$ cat src/rtl/mmdiv_pkg.sv
package mmdiv_pkg;

  typedef enum logic [1:0] {
    PH_R1 = 2'd0,
    PH_R2 = 2'd1,
    PH_R3 = 2'd2,
    PH_R4 = 2'd3
  } phase_e;

  // {MOD2,MOD1} drive code for each prescaler ratio
  function automatic logic [1:0] ratio_code(phase_e ph);
    logic [1:0] c;
    case (ph)
      PH_R1:   c = 2'b01;
      PH_R2:   c = 2'b00;
      PH_R3:   c = 2'b10;
      default: c = 2'b11;
    endcase
    return c;
  endfunction

endpackage

$ cat src/rtl/mmdiv_rst_sync.sv
module mmdiv_rst_sync #(
  parameter int STAGES = 2
) (
  input  logic clk_i,
  input  logic rst_ni,
  output logic rst_no
);
  logic [STAGES-1:0] sync_q;

  always_ff @(posedge clk_i or negedge rst_ni) begin
    if (!rst_ni) sync_q <= '0;
    else         sync_q <= {sync_q[STAGES-2:0], 1'b1};
  end

  assign rst_no = sync_q[STAGES-1];
endmodule

$ cat src/rtl/mmdiv_seq.sv
module mmdiv_seq
  import mmdiv_pkg::*;
#(
  parameter int CNT_W = 12,
  parameter int N2_W  = 8,
  parameter int SUM_W = 4
) (
  input  logic             clk_i,
  input  logic             rst_ni,
  input  logic             pulse_i,
  input  logic [CNT_W-1:0] n1_i,
  input  logic [N2_W-1:0]  n2_i,
  input  logic [SUM_W-1:0] sum3_i,
  input  logic [SUM_W-1:0] sum4_i,
  input  logic [1:0]       nmod_i,
  input  logic             ext_i,
  output logic [1:0]       code_o,
  output logic             r1_step_o,
  output logic             cyc_end_o
);
  phase_e           ph_q, ph_d;
  logic [CNT_W-1:0] cnt_q, cnt_d;
  logic             load_q, load_d;
  logic             en;
  logic [CNT_W-1:0] inc;
  logic             mode_two, mode_three;
  logic             hit_r2, hit_r3, hit_r4;
  logic             last;

  assign mode_three = (nmod_i == 2'b01);
  assign mode_two   = (nmod_i == 2'b00) || (nmod_i == 2'b11);
  assign inc        = cnt_q + CNT_W'(1);

  // R2 target width depends on the number of moduli
  assign hit_r2 = mode_two ? (inc[N2_W-1:0] == n2_i)
                           : (inc[SUM_W-1:0] == n2_i[SUM_W-1:0]);
  assign hit_r3 = (inc[SUM_W-1:0] == sum3_i);
  assign hit_r4 = (inc[SUM_W-1:0] == sum4_i);

  always_comb begin
    cnt_d  = cnt_q;
    ph_d   = ph_q;
    load_d = load_q;
    last   = 1'b0;
    if (load_q) begin
      cnt_d  = n1_i;
      ph_d   = PH_R1;
      load_d = 1'b0;
    end else if (pulse_i) begin
      case (ph_q)
        PH_R1: begin
          cnt_d = cnt_q - CNT_W'(1);
          if (cnt_q == CNT_W'(1)) ph_d = PH_R2;
        end
        PH_R2: begin
          cnt_d = inc;
          if (hit_r2) begin
            if (mode_two) last = 1'b1;
            else          ph_d = PH_R3;
          end
        end
        PH_R3: begin
          cnt_d = inc;
          if (hit_r3) begin
            if (mode_three) last = 1'b1;
            else            ph_d = PH_R4;
          end
        end
        default: begin
          cnt_d = inc;
          if (hit_r4) last = 1'b1;
        end
      endcase
      if (last) begin
        cnt_d = n1_i;
        ph_d  = PH_R1;
      end
    end
  end

  assign en = load_q | pulse_i;

  always_ff @(posedge clk_i or negedge rst_ni) begin
    if (!rst_ni) begin
      cnt_q  <= '0;
      ph_q   <= PH_R1;
      load_q <= 1'b1;
    end else if (en) begin
      cnt_q  <= cnt_d;
      ph_q   <= ph_d;
      load_q <= load_d;
    end
  end

  // pending N+1 turns the first R1 step into an R2 step
  assign code_o    = (ph_q == PH_R1 && ext_i) ? ratio_code(PH_R2) : ratio_code(ph_q);
  assign r1_step_o = pulse_i && !load_q && (ph_q == PH_R1);
  assign cyc_end_o = last;
endmodule

$ cat src/rtl/mmdiv_frac.sv
module mmdiv_frac #(
  parameter int FRAC_W = 3,
  parameter int MOD_LO = 5,
  parameter int MOD_HI = 8
) (
  input  logic              clk_i,
  input  logic              rst_ni,
  input  logic [FRAC_W-1:0] inc_i,
  input  logic              sel_i,
  input  logic              cyc_end_i,
  input  logic              r1_step_i,
  output logic [FRAC_W-1:0] acc_o,
  output logic              ext_o
);
  localparam int SW = FRAC_W + 1;

  logic [FRAC_W-1:0] acc_q, acc_d;
  logic              ext_q, ext_d;
  logic [SW-1:0]     modv, sum, s1, s2;
  logic              ovf, en;

  assign modv = sel_i ? SW'(MOD_HI) : SW'(MOD_LO);
  assign sum  = SW'(acc_q) + SW'(inc_i);
  assign ovf  = (sum >= modv);
  assign s1   = ovf ? (sum - modv) : sum;
  assign s2   = (s1 >= modv) ? (s1 - modv) : s1;

  always_comb begin
    acc_d = acc_q;
    ext_d = ext_q;
    if (cyc_end_i) begin
      acc_d = s2[FRAC_W-1:0];
      ext_d = ovf;
    end else if (r1_step_i) begin
      ext_d = 1'b0;
    end
  end

  assign en = cyc_end_i | r1_step_i;

  always_ff @(posedge clk_i or negedge rst_ni) begin
    if (!rst_ni) begin
      acc_q <= '0;
      ext_q <= 1'b0;
    end else if (en) begin
      acc_q <= acc_d;
      ext_q <= ext_d;
    end
  end

  assign acc_o = acc_q;
  assign ext_o = ext_q;
endmodule

$ cat src/rtl/mmdiv_ctrl.sv
module mmdiv_ctrl #(
  parameter int CNT_W  = 12,
  parameter int N2_W   = 8,
  parameter int SUM_W  = 4,
  parameter int FRAC_W = 3
) (
  input  logic              clk_i,
  input  logic              rst_ni,
  input  logic              pulse_i,
  input  logic [CNT_W-1:0]  n1_i,
  input  logic [N2_W-1:0]   n2_i,
  input  logic [SUM_W-1:0]  sum3_i,
  input  logic [SUM_W-1:0]  sum4_i,
  input  logic [1:0]        nmod_i,
  input  logic [FRAC_W-1:0] frac_inc_i,
  input  logic              frac_sel_i,
  output logic              mod1_o,
  output logic              mod2_o,
  output logic              div_o,
  output logic [FRAC_W-1:0] acc_o
);
  logic       rst_sync_n;
  logic [1:0] code;
  logic       r1_step, cyc_end, ext;
  logic       div_q;

  mmdiv_rst_sync #(.STAGES(2)) u_rst (
    .clk_i (clk_i),
    .rst_ni(rst_ni),
    .rst_no(rst_sync_n)
  );

  mmdiv_seq #(.CNT_W(CNT_W), .N2_W(N2_W), .SUM_W(SUM_W)) u_seq (
    .clk_i    (clk_i),
    .rst_ni   (rst_sync_n),
    .pulse_i  (pulse_i),
    .n1_i     (n1_i),
    .n2_i     (n2_i),
    .sum3_i   (sum3_i),
    .sum4_i   (sum4_i),
    .nmod_i   (nmod_i),
    .ext_i    (ext),
    .code_o   (code),
    .r1_step_o(r1_step),
    .cyc_end_o(cyc_end)
  );

  mmdiv_frac #(.FRAC_W(FRAC_W)) u_frac (
    .clk_i    (clk_i),
    .rst_ni   (rst_sync_n),
    .inc_i    (frac_inc_i),
    .sel_i    (frac_sel_i),
    .cyc_end_i(cyc_end),
    .r1_step_i(r1_step),
    .acc_o    (acc_o),
    .ext_o    (ext)
  );

  always_ff @(posedge clk_i or negedge rst_sync_n) begin
    if (!rst_sync_n) div_q <= 1'b0;
    else             div_q <= cyc_end;
  end

  assign div_o  = div_q;
  assign mod2_o = code[1];
  assign mod1_o = code[0];
endmodule

$ cat config.mk
export PLATFORM = sky130hd
export DESIGN_NAME = mmdiv_ctrl
export DESIGN_NICKNAME = d
export VERILOG_FILES = /design/src/rtl/mmdiv_pkg.sv /design/src/rtl/mmdiv_rst_sync.sv /design/src/rtl/mmdiv_seq.sv /design/src/rtl/mmdiv_frac.sv /design/src/rtl/mmdiv_ctrl.sv
export SDC_FILE = /design/constraint.sdc
export NUM_CORES = 1
export LEC_CHECK = 0
export BUFFER_PORTS_ARGS = -buffer_cell sky130_fd_sc_hd__buf_2
export CAP_MARGIN = 20
export CORE_ASPECT_RATIO = 1.2
export CORE_MARGIN = 10
export CORE_UTILIZATION = 50
export CTS_CLUSTER_SIZE = 24
export DETAILED_ROUTE_END_ITERATION = 8
export PLACE_DENSITY = 0.7
export SLEW_MARGIN = 5
export SYNTH_ARGS = -nofsm -noshare
export SYNTH_HDL_FRONTEND = slang
export SYNTH_SLANG_ARGS = --single-unit
$ cat constraint.sdc
create_clock -name clk_i -period 1.32 [get_ports clk_i]
set_input_delay 0.132 -clock clk_i [delete_from_list [all_inputs] [get_ports clk_i]]
set_output_delay 0.132 -clock clk_i [all_outputs]
set_load 0.01 [all_outputs]
## Word level (Yosys, flattened, before mapping)

Cells that the tools add are included.

| word-level totals | value |
|---|---|
| register bits | 22 |
| output and inout port bits | 6 |

| operators by class | value |
|---|---|
| add/sub/neg operators | 5 |
| magnitude comparators | 2 |
| equal/unequal tests | 14 |
| multiplexer cells | 31 |
| bitwise logic cells | 2 |
| reductions and logical operators | 14 |

Operators with widths:

| kind | count |
|---|---|
| 12-bit 2-to-1 mux | 4 |
| 2-bit 2-to-1 mux | 9 |
| 12-bit by 1-bit adder with 12-bit output (second input constant) | 1 |
| 12-bit by 1-bit == test with 1-bit output (second input constant) | 1 |
| 4-bit == test | 3 |
| 1-bit 2-to-1 mux | 12 |
| 4-bit by 1-bit inequality test with 1-bit output (second input constant) | 3 |
| 2-bit one-hot mux with 3 select lines | 2 |
| 12-bit by 1-bit subtractor with 12-bit output (second input constant) | 1 |
| 8-bit == test | 1 |
| 4-bit greater-or-equal comparator | 2 |
| 4-bit 2-to-1 mux | 2 |
| 4-bit by 3-bit inequality test with 1-bit output (second input constant) | 2 |
| 8-bit AND reduction | 1 |
| 2-bit AND reduction | 3 |
| 5-bit nonzero test | 1 |
| 3-bit by 3-bit adder with 4-bit output | 1 |
| 2-bit by 1-bit == test with 1-bit output (second input constant) | 2 |
| 2-bit == test (second input constant) | 2 |
| 2-bit zero test | 2 |
| 2-bit nonzero test | 2 |
| 4-bit subtractor | 1 |
| 1-bit logical AND | 3 |
| 3-bit 2-to-1 mux | 1 |
| 5 further kinds | 6 |

## Longest topological paths before layout

| depth | value |
|---|---|
| depth after elaboration | 11 |
| depth in mapped cells | 17 |
| gate-level depth less buffers | 16 |

## Cells and area by module

Synthesis repeated with hierarchy kept, for this count alone.

| second synthesis, totals | value |
|---|---|
| cells, all modules | 285 |
| area, all modules | 2,393.5 um2 |

By module, submodules not included:

| module | instances | cells an instance | area each (um2) | seq. area each (um2) |
|---|---|---|---|---|
| mmdiv_seq | 1 | 200 | 1,655.3 | 376.6 |
| mmdiv_frac | 1 | 81 | 659.4 | 100.1 |
| mmdiv_rst_sync | 1 | 3 | 53.8 | 50.0 |
| mmdiv_ctrl | 1 | 1 | 25.0 | 25.0 |

## Least setup slack after synthesis

Ideal clock, no wire load.

| path | value |
|---|---|
| path kind | flip-flop to flip-flop |
| start | register u_frac.acc_q[0], in the netlist u_frac.acc_o[0] |
| end | register u_frac.acc_q[0], in the netlist u_frac.acc_o[0] |
| library setup time | 129 ps |
| arrival | 3,328 ps |
| required time | 1,191 ps |
| path slack | -2,137 ps |
| cell stages (with the launch flop) | 18 |
| clock period less this slack | 3,457 ps |
| cell sequence | dfrtp_1 ha_1 inv_1 fa_1 ha_1 a21bo_2 a21o_1 a21o_1 clkbuf_1 nand2_1 nand2_1 ha_1 o21a_1 o21ai_0 a221oi_1 a211oi_1 a221oi_1 a21oi_1 |

| between the ends | value |
|---|---|
| longest elaborated chain between the ends | 5 |

Ends and longest elaborated chain:

| what | RTL line | RTL |
|---|---|---|
| from (decl) | mmdiv_frac.sv:17 | `logic [FRAC_W-1:0] acc_q, acc_d;` |
| from (signal assigned) | mmdiv_frac.sv:43 | `acc_q <= '0;` |
| from (signal assigned) | mmdiv_frac.sv:46 | `acc_q <= acc_d;` |
| 3-bit by 3-bit adder with 4-bit output (*) | mmdiv_frac.sv:23 | `assign sum = SW'(acc_q) + SW'(inc_i);` |
| 4-bit subtractor / 4-bit greater-or-equal comparator (equally long branches) | mmdiv_frac.sv:25, mmdiv_frac.sv:24 |  |
| 4-bit 2-to-1 mux (*) | mmdiv_frac.sv:25 | `assign s1 = ovf ? (sum - modv) : sum;` |
| 4-bit greater-or-equal comparator / 3-bit subtractor (equally long branches) | mmdiv_frac.sv:26 | `assign s2 = (s1 >= modv) ? (s1 - modv) : s1;` |
| 3-bit 2-to-1 mux (*) | mmdiv_frac.sv:26 |  |

Mark *: on every way between the ends. The rest lies on a longest branch, timed or not.
A chain may end at the register's enable or synchronous reset.

## Final worst setup path

Ends and elaborated chain as after synthesis.

==> summary.txt <==
Critical path
  • Reg-to-reg critical path startpoint: u_frac.acc_o[0]
  • Crit path largest cell delay: about 0.60 ns
  • CP top delay family: compound AO/OA/AOI/OAI gates
  • Worst-path cell chain: ha_2 -> inv_2 -> fa_2 -> ha_4 -> a21bo_2 -> a21o_1 -> a21o_4 -> o22ai_2 -> ha_4 -> o21a_4 -> nor2_4 -> a21oi_4 -> a211oi_2 -> a221oi_2 -> a21oi_1
  • Crit Path Max Fanout: 5
  • Crit path launch type: flip-flop
  • Cell mode on critical path: ha_4
  • Crit path buf inv count: 1
  • Critical path class: reg -> reg
  • R2r worst-path depth: 15
  • Endpoint class of the critical path: flip-flop
  • Worst EP arrival: about 3.6 ns
  • Crit-path slowest cell: fa_2
  • R2r setup slk: -2.12 ns
  • Worst reg2reg path endpoint: u_frac.acc_o[0]
  • Data required, critical path: around 1.5 ns

Pwr
  • Power share of the sequential group: about 20%
  • Sw Share: between 40% and 50%
  • Pleak: between 1.5 and 2 nW
  • Logic pwr share: about two thirds
  • Final Power: 0.004329 W
  • Clock share of power: between 10% and 20%
  • Power Density: about 1000 nW/µm²
  • Pint: between 0.002 and 0.003 W
  • Net Switching: between 0.0015 and 0.002 W
  • Max VDD drop: 0.8587 mV

Clock network
  • Worst-skew pair later-pin latency: 0.27 ns
  • Sink Count: 22
  • Clk slew on worst S/H paths: 0.09 ns
  • CTS HTree Levels: 1
  • CTS tree: built
  • Num CTS Buffers: 3
  • Maximum clock path buffer count: 2
  • Root Driver: clkbuf_8

Floorplan
  • Die height: roughly 95 µm
  • Die ar.: ~7900 µm²
  • Initial core utilization: about half
  • Die width: a little over 80 µm
  • Io pins: 43
  • # rows: 27
  • Core area: between 4000 and 5000 µm²

STA
  • Final hold vios: 0
  • Min Hold Slack: between 0.1 and 0.15 ns
  • Final setup vio count: 21
  • Max Fclk: roughly 0.29 GHz
  • Final WS setup: -2.117 ns
  • Clock Skew: about 0.0051 ns
  • Tcrit/Tclk final: 260.4%
  • RSZ-0062 raised after global routing: yes
  • Setup TNS: -23.33 ns
  • Fin crit period: 3.437 ns
  • Fin. max-slew vios: 0

Yosys
  • Post-Synthesis Net Count: ~340
  • Netlist Area Pre-Place: ~2400 µm²
  • Sequential fraction of the synthesis area: between 20% and 30%
  • Post-synth EDFFs: 0
  • Syn_area_per_cell: approximately 8.4 µm²
  • Top FF cell, synth: dfrtp_1
  • Yosys cell types: 64
  • Async SR Flop Fraction: 100.0%
  • #FFs+latches synth: 22
  • Synth Instances: 280
  • Synth warn: 0

Place
  • Post-Place Cells: approximately 460
  • Detail Placement HPWL: a little under 6000 µm
  • Placer congestion estimate: roughly 0.9
  • Port Buf Inserts: between 40 and 50

Status
  • Violations in the final reports: negative setup slack
  • Outcome: finished with violations

GRT
  • Gr usage total: a little under a quarter
  • Initial antenna violation count: 1
  • GRT overflow: 0
  • First-pass GRT wire length: ~15000 µm
  • Largest net degree at the start of global routing: 21
  • Number of global-route vias before repair: around 3100

Route
  • First drt pass iteration count: 5
  • Drt initial violations: 392
  • Residual DRC: 0
  • Avg WL per Cell: 24.85 µm
  • Routed WL: roughly 12000 µm
  • Vias per cell: around 6.7
  • ANT nets after route: 0
  • Vias: between 3000 and 4000

Final layout
  • Area of the multi-input gates: 2151 µm²
  • Fill cell count: between 150 and 200
  • Share of layout cells above drive strength 1: 61.21%
  • Reg area: 554.3 µm²
  • Commonest non-fill, non-tap cell in the layout: buf_4
  • Non-filler cells, final: about 500
  • Final nets: ~500
  • Commonest non-fill, non-tap cells in the layout: buf_4 (98), buf_2 (42), nand2_1 (27), dfrtp_1 (19), buf_6 (16)
  • Area grow syn2layout: 75.50%

Min path
  • WHS Endpoint: u_seq.cnt_q[11]
  • Hold depth: 3
  • Worst min path class: in -> reg
  • Hold Startpoint: n1_i[11]

Flow run
  • Number of max-cap violations: 0
==> worst max-delay path by stage <==
stage | startpoint | end | slack (ns) | cells past startpoint
after floorplan | u_frac.acc_o[0] | u_frac.acc_o[0] | -2.04 | 17
after global placement | u_frac.acc_o[0] | u_frac.acc_o[0] | -1.99 | 16
after detailed placement | u_frac.acc_o[0] | u_frac.acc_o[0] | -2.07 | 15
after CTS | u_frac.acc_o[0] | u_frac.acc_o[0] | -2.01 | 15
after global routing | u_frac.acc_o[0] | u_frac.acc_o[0] | -2.24 | 15
final | u_frac.acc_o[0] | u_frac.acc_o[0] | -2.12 | 15
==> power by group through the flow <==
stage / clock network, W / registers [W] / logic [W]
after floorplan: 0 / 0.000826 / 0.00116
after global placement: 0 / 0.000836 / 0.00188
after detailed placement: 0 / 0.000837 / 0.00190
after CTS: 0.000651 / 0.000824 / 0.00222
after global routing: 0.000670 / 0.000847 / 0.00297
final: 0.000652 / 0.000845 / 0.00283
==> per-layer routing <==
| layer | track usage [%] | wire, µm |
|---|---|---|
| met5 | 0 | 0 |
| met4 | 16.20 | 1045 |
| met3 | 4.331 | 1187 |
| met2 | 42.78 | 5938 |
| met1 | 24.39 | 3928 |
==> cell type report <==
| cell class | instances | share of cell area (%) |
|---|---|---|
| diodes | 1 | 0.06055 |
| clock buffers | 3 | 0.9991 |
| clock inverters | 1 | 0.7266 |
| inverters | 20 | 2.059 |
| multi-input cells | 222 | 52.04 |
| flip-flops and latches | 22 | 13.41 |
| well taps | 58 | 1.756 |
| repair buffers | 160 | 28.94 |
==> metrics by stage <==
| step | instance area (µm²) | setup slack (ns) | util (%) |
|---|---|---|---|
| CTS | 3870 | -2.008 | 84.86 |
| detailed placement | 3385 | -2.069 | 74.21 |
| global route | 4133 | -2.238 | 90.62 |
| global placement | 3385 | -1.989 | 74.21 |
| finish | 4133 | -2.117 | 90.62 |
| floorplan | 2505 | -2.042 | - |
==> synth_stat cells, drive strengths merged, types with 2 or more instances <==
library cell | n | area, µm²
a211oi | 2 | 15.01
o22a | 3 | 26.28
xnor3 | 2 | 45.04
mux2i | 2 | 20.02
a221oi | 2 | 17.52
xnor2 | 12 | 105.1
dfrtp | 21 | 525.5
nand4 | 2 | 12.51
inv | 20 | 75.07
o32ai | 2 | 17.52
and2 | 8 | 50.05
nand3 | 12 | 65.06
conb | 2 | 7.510
a32oi | 2 | 17.52
ha | 19 | 237.7
a21oi | 13 | 65.06
o211ai | 8 | 60.06
o22ai | 6 | 37.54
a31oi | 3 | 33.78
xor2 | 11 | 96.34
o31ai | 2 | 15.01
nand2 | 33 | 123.9
a21o | 4 | 30.03
o21ai | 14 | 70.07
nor2 | 5 | 21.27
clkbuf | 7 | 26.28
nor3 | 15 | 75.07
buf | 9 | 53.80
a31o | 3 | 26.28
o221ai | 5 | 43.79
or3 | 3 | 23.77
nand2b | 3 | 26.27
nand4b | 2 | 17.52
==> what timing repair did <==
action / 4_1_cts / 5_1_grt
setup endpoints to repair: 21 / 21
resized for setup: 64 / 46
endpoints found under the hold margin: 2 / 0
cloned: 1 / 0
pin swaps: 40 / 31
setup buffers: 19 / 8
hold buffers: 1 / 0
==> tightest hold or removal path, cell delays in order <==
cell and delay (ns):
buf_2 0.09, nand2_1 0.04, o211ai_1 0.07
==> state kept, by name (all words and copies together), names as in the netlist <==
signal,count
u_rst.sync_q,2
div_o,1
u_seq.ph_q,2
u_frac.ext_o,1
u_seq.load_q,1
u_frac.acc_o,3
u_seq.cnt_q,12
==> kinds of logic after synthesis <==
kind of cell	after synthesis	synth area share [%]
AND/OR/NAND/NOR	92	21.25
XOR/XNOR	26	11.48
other	2	0.3189
multiplexers	2	0.8502
buffers and inverters	36	6.589
flip-flops	22	23.43
adder cells (fa/ha/maj)	20	10.95
AO/OA/AOI/OAI	80	25.13
No activity file was read; power rests on OpenSTA's default activity.
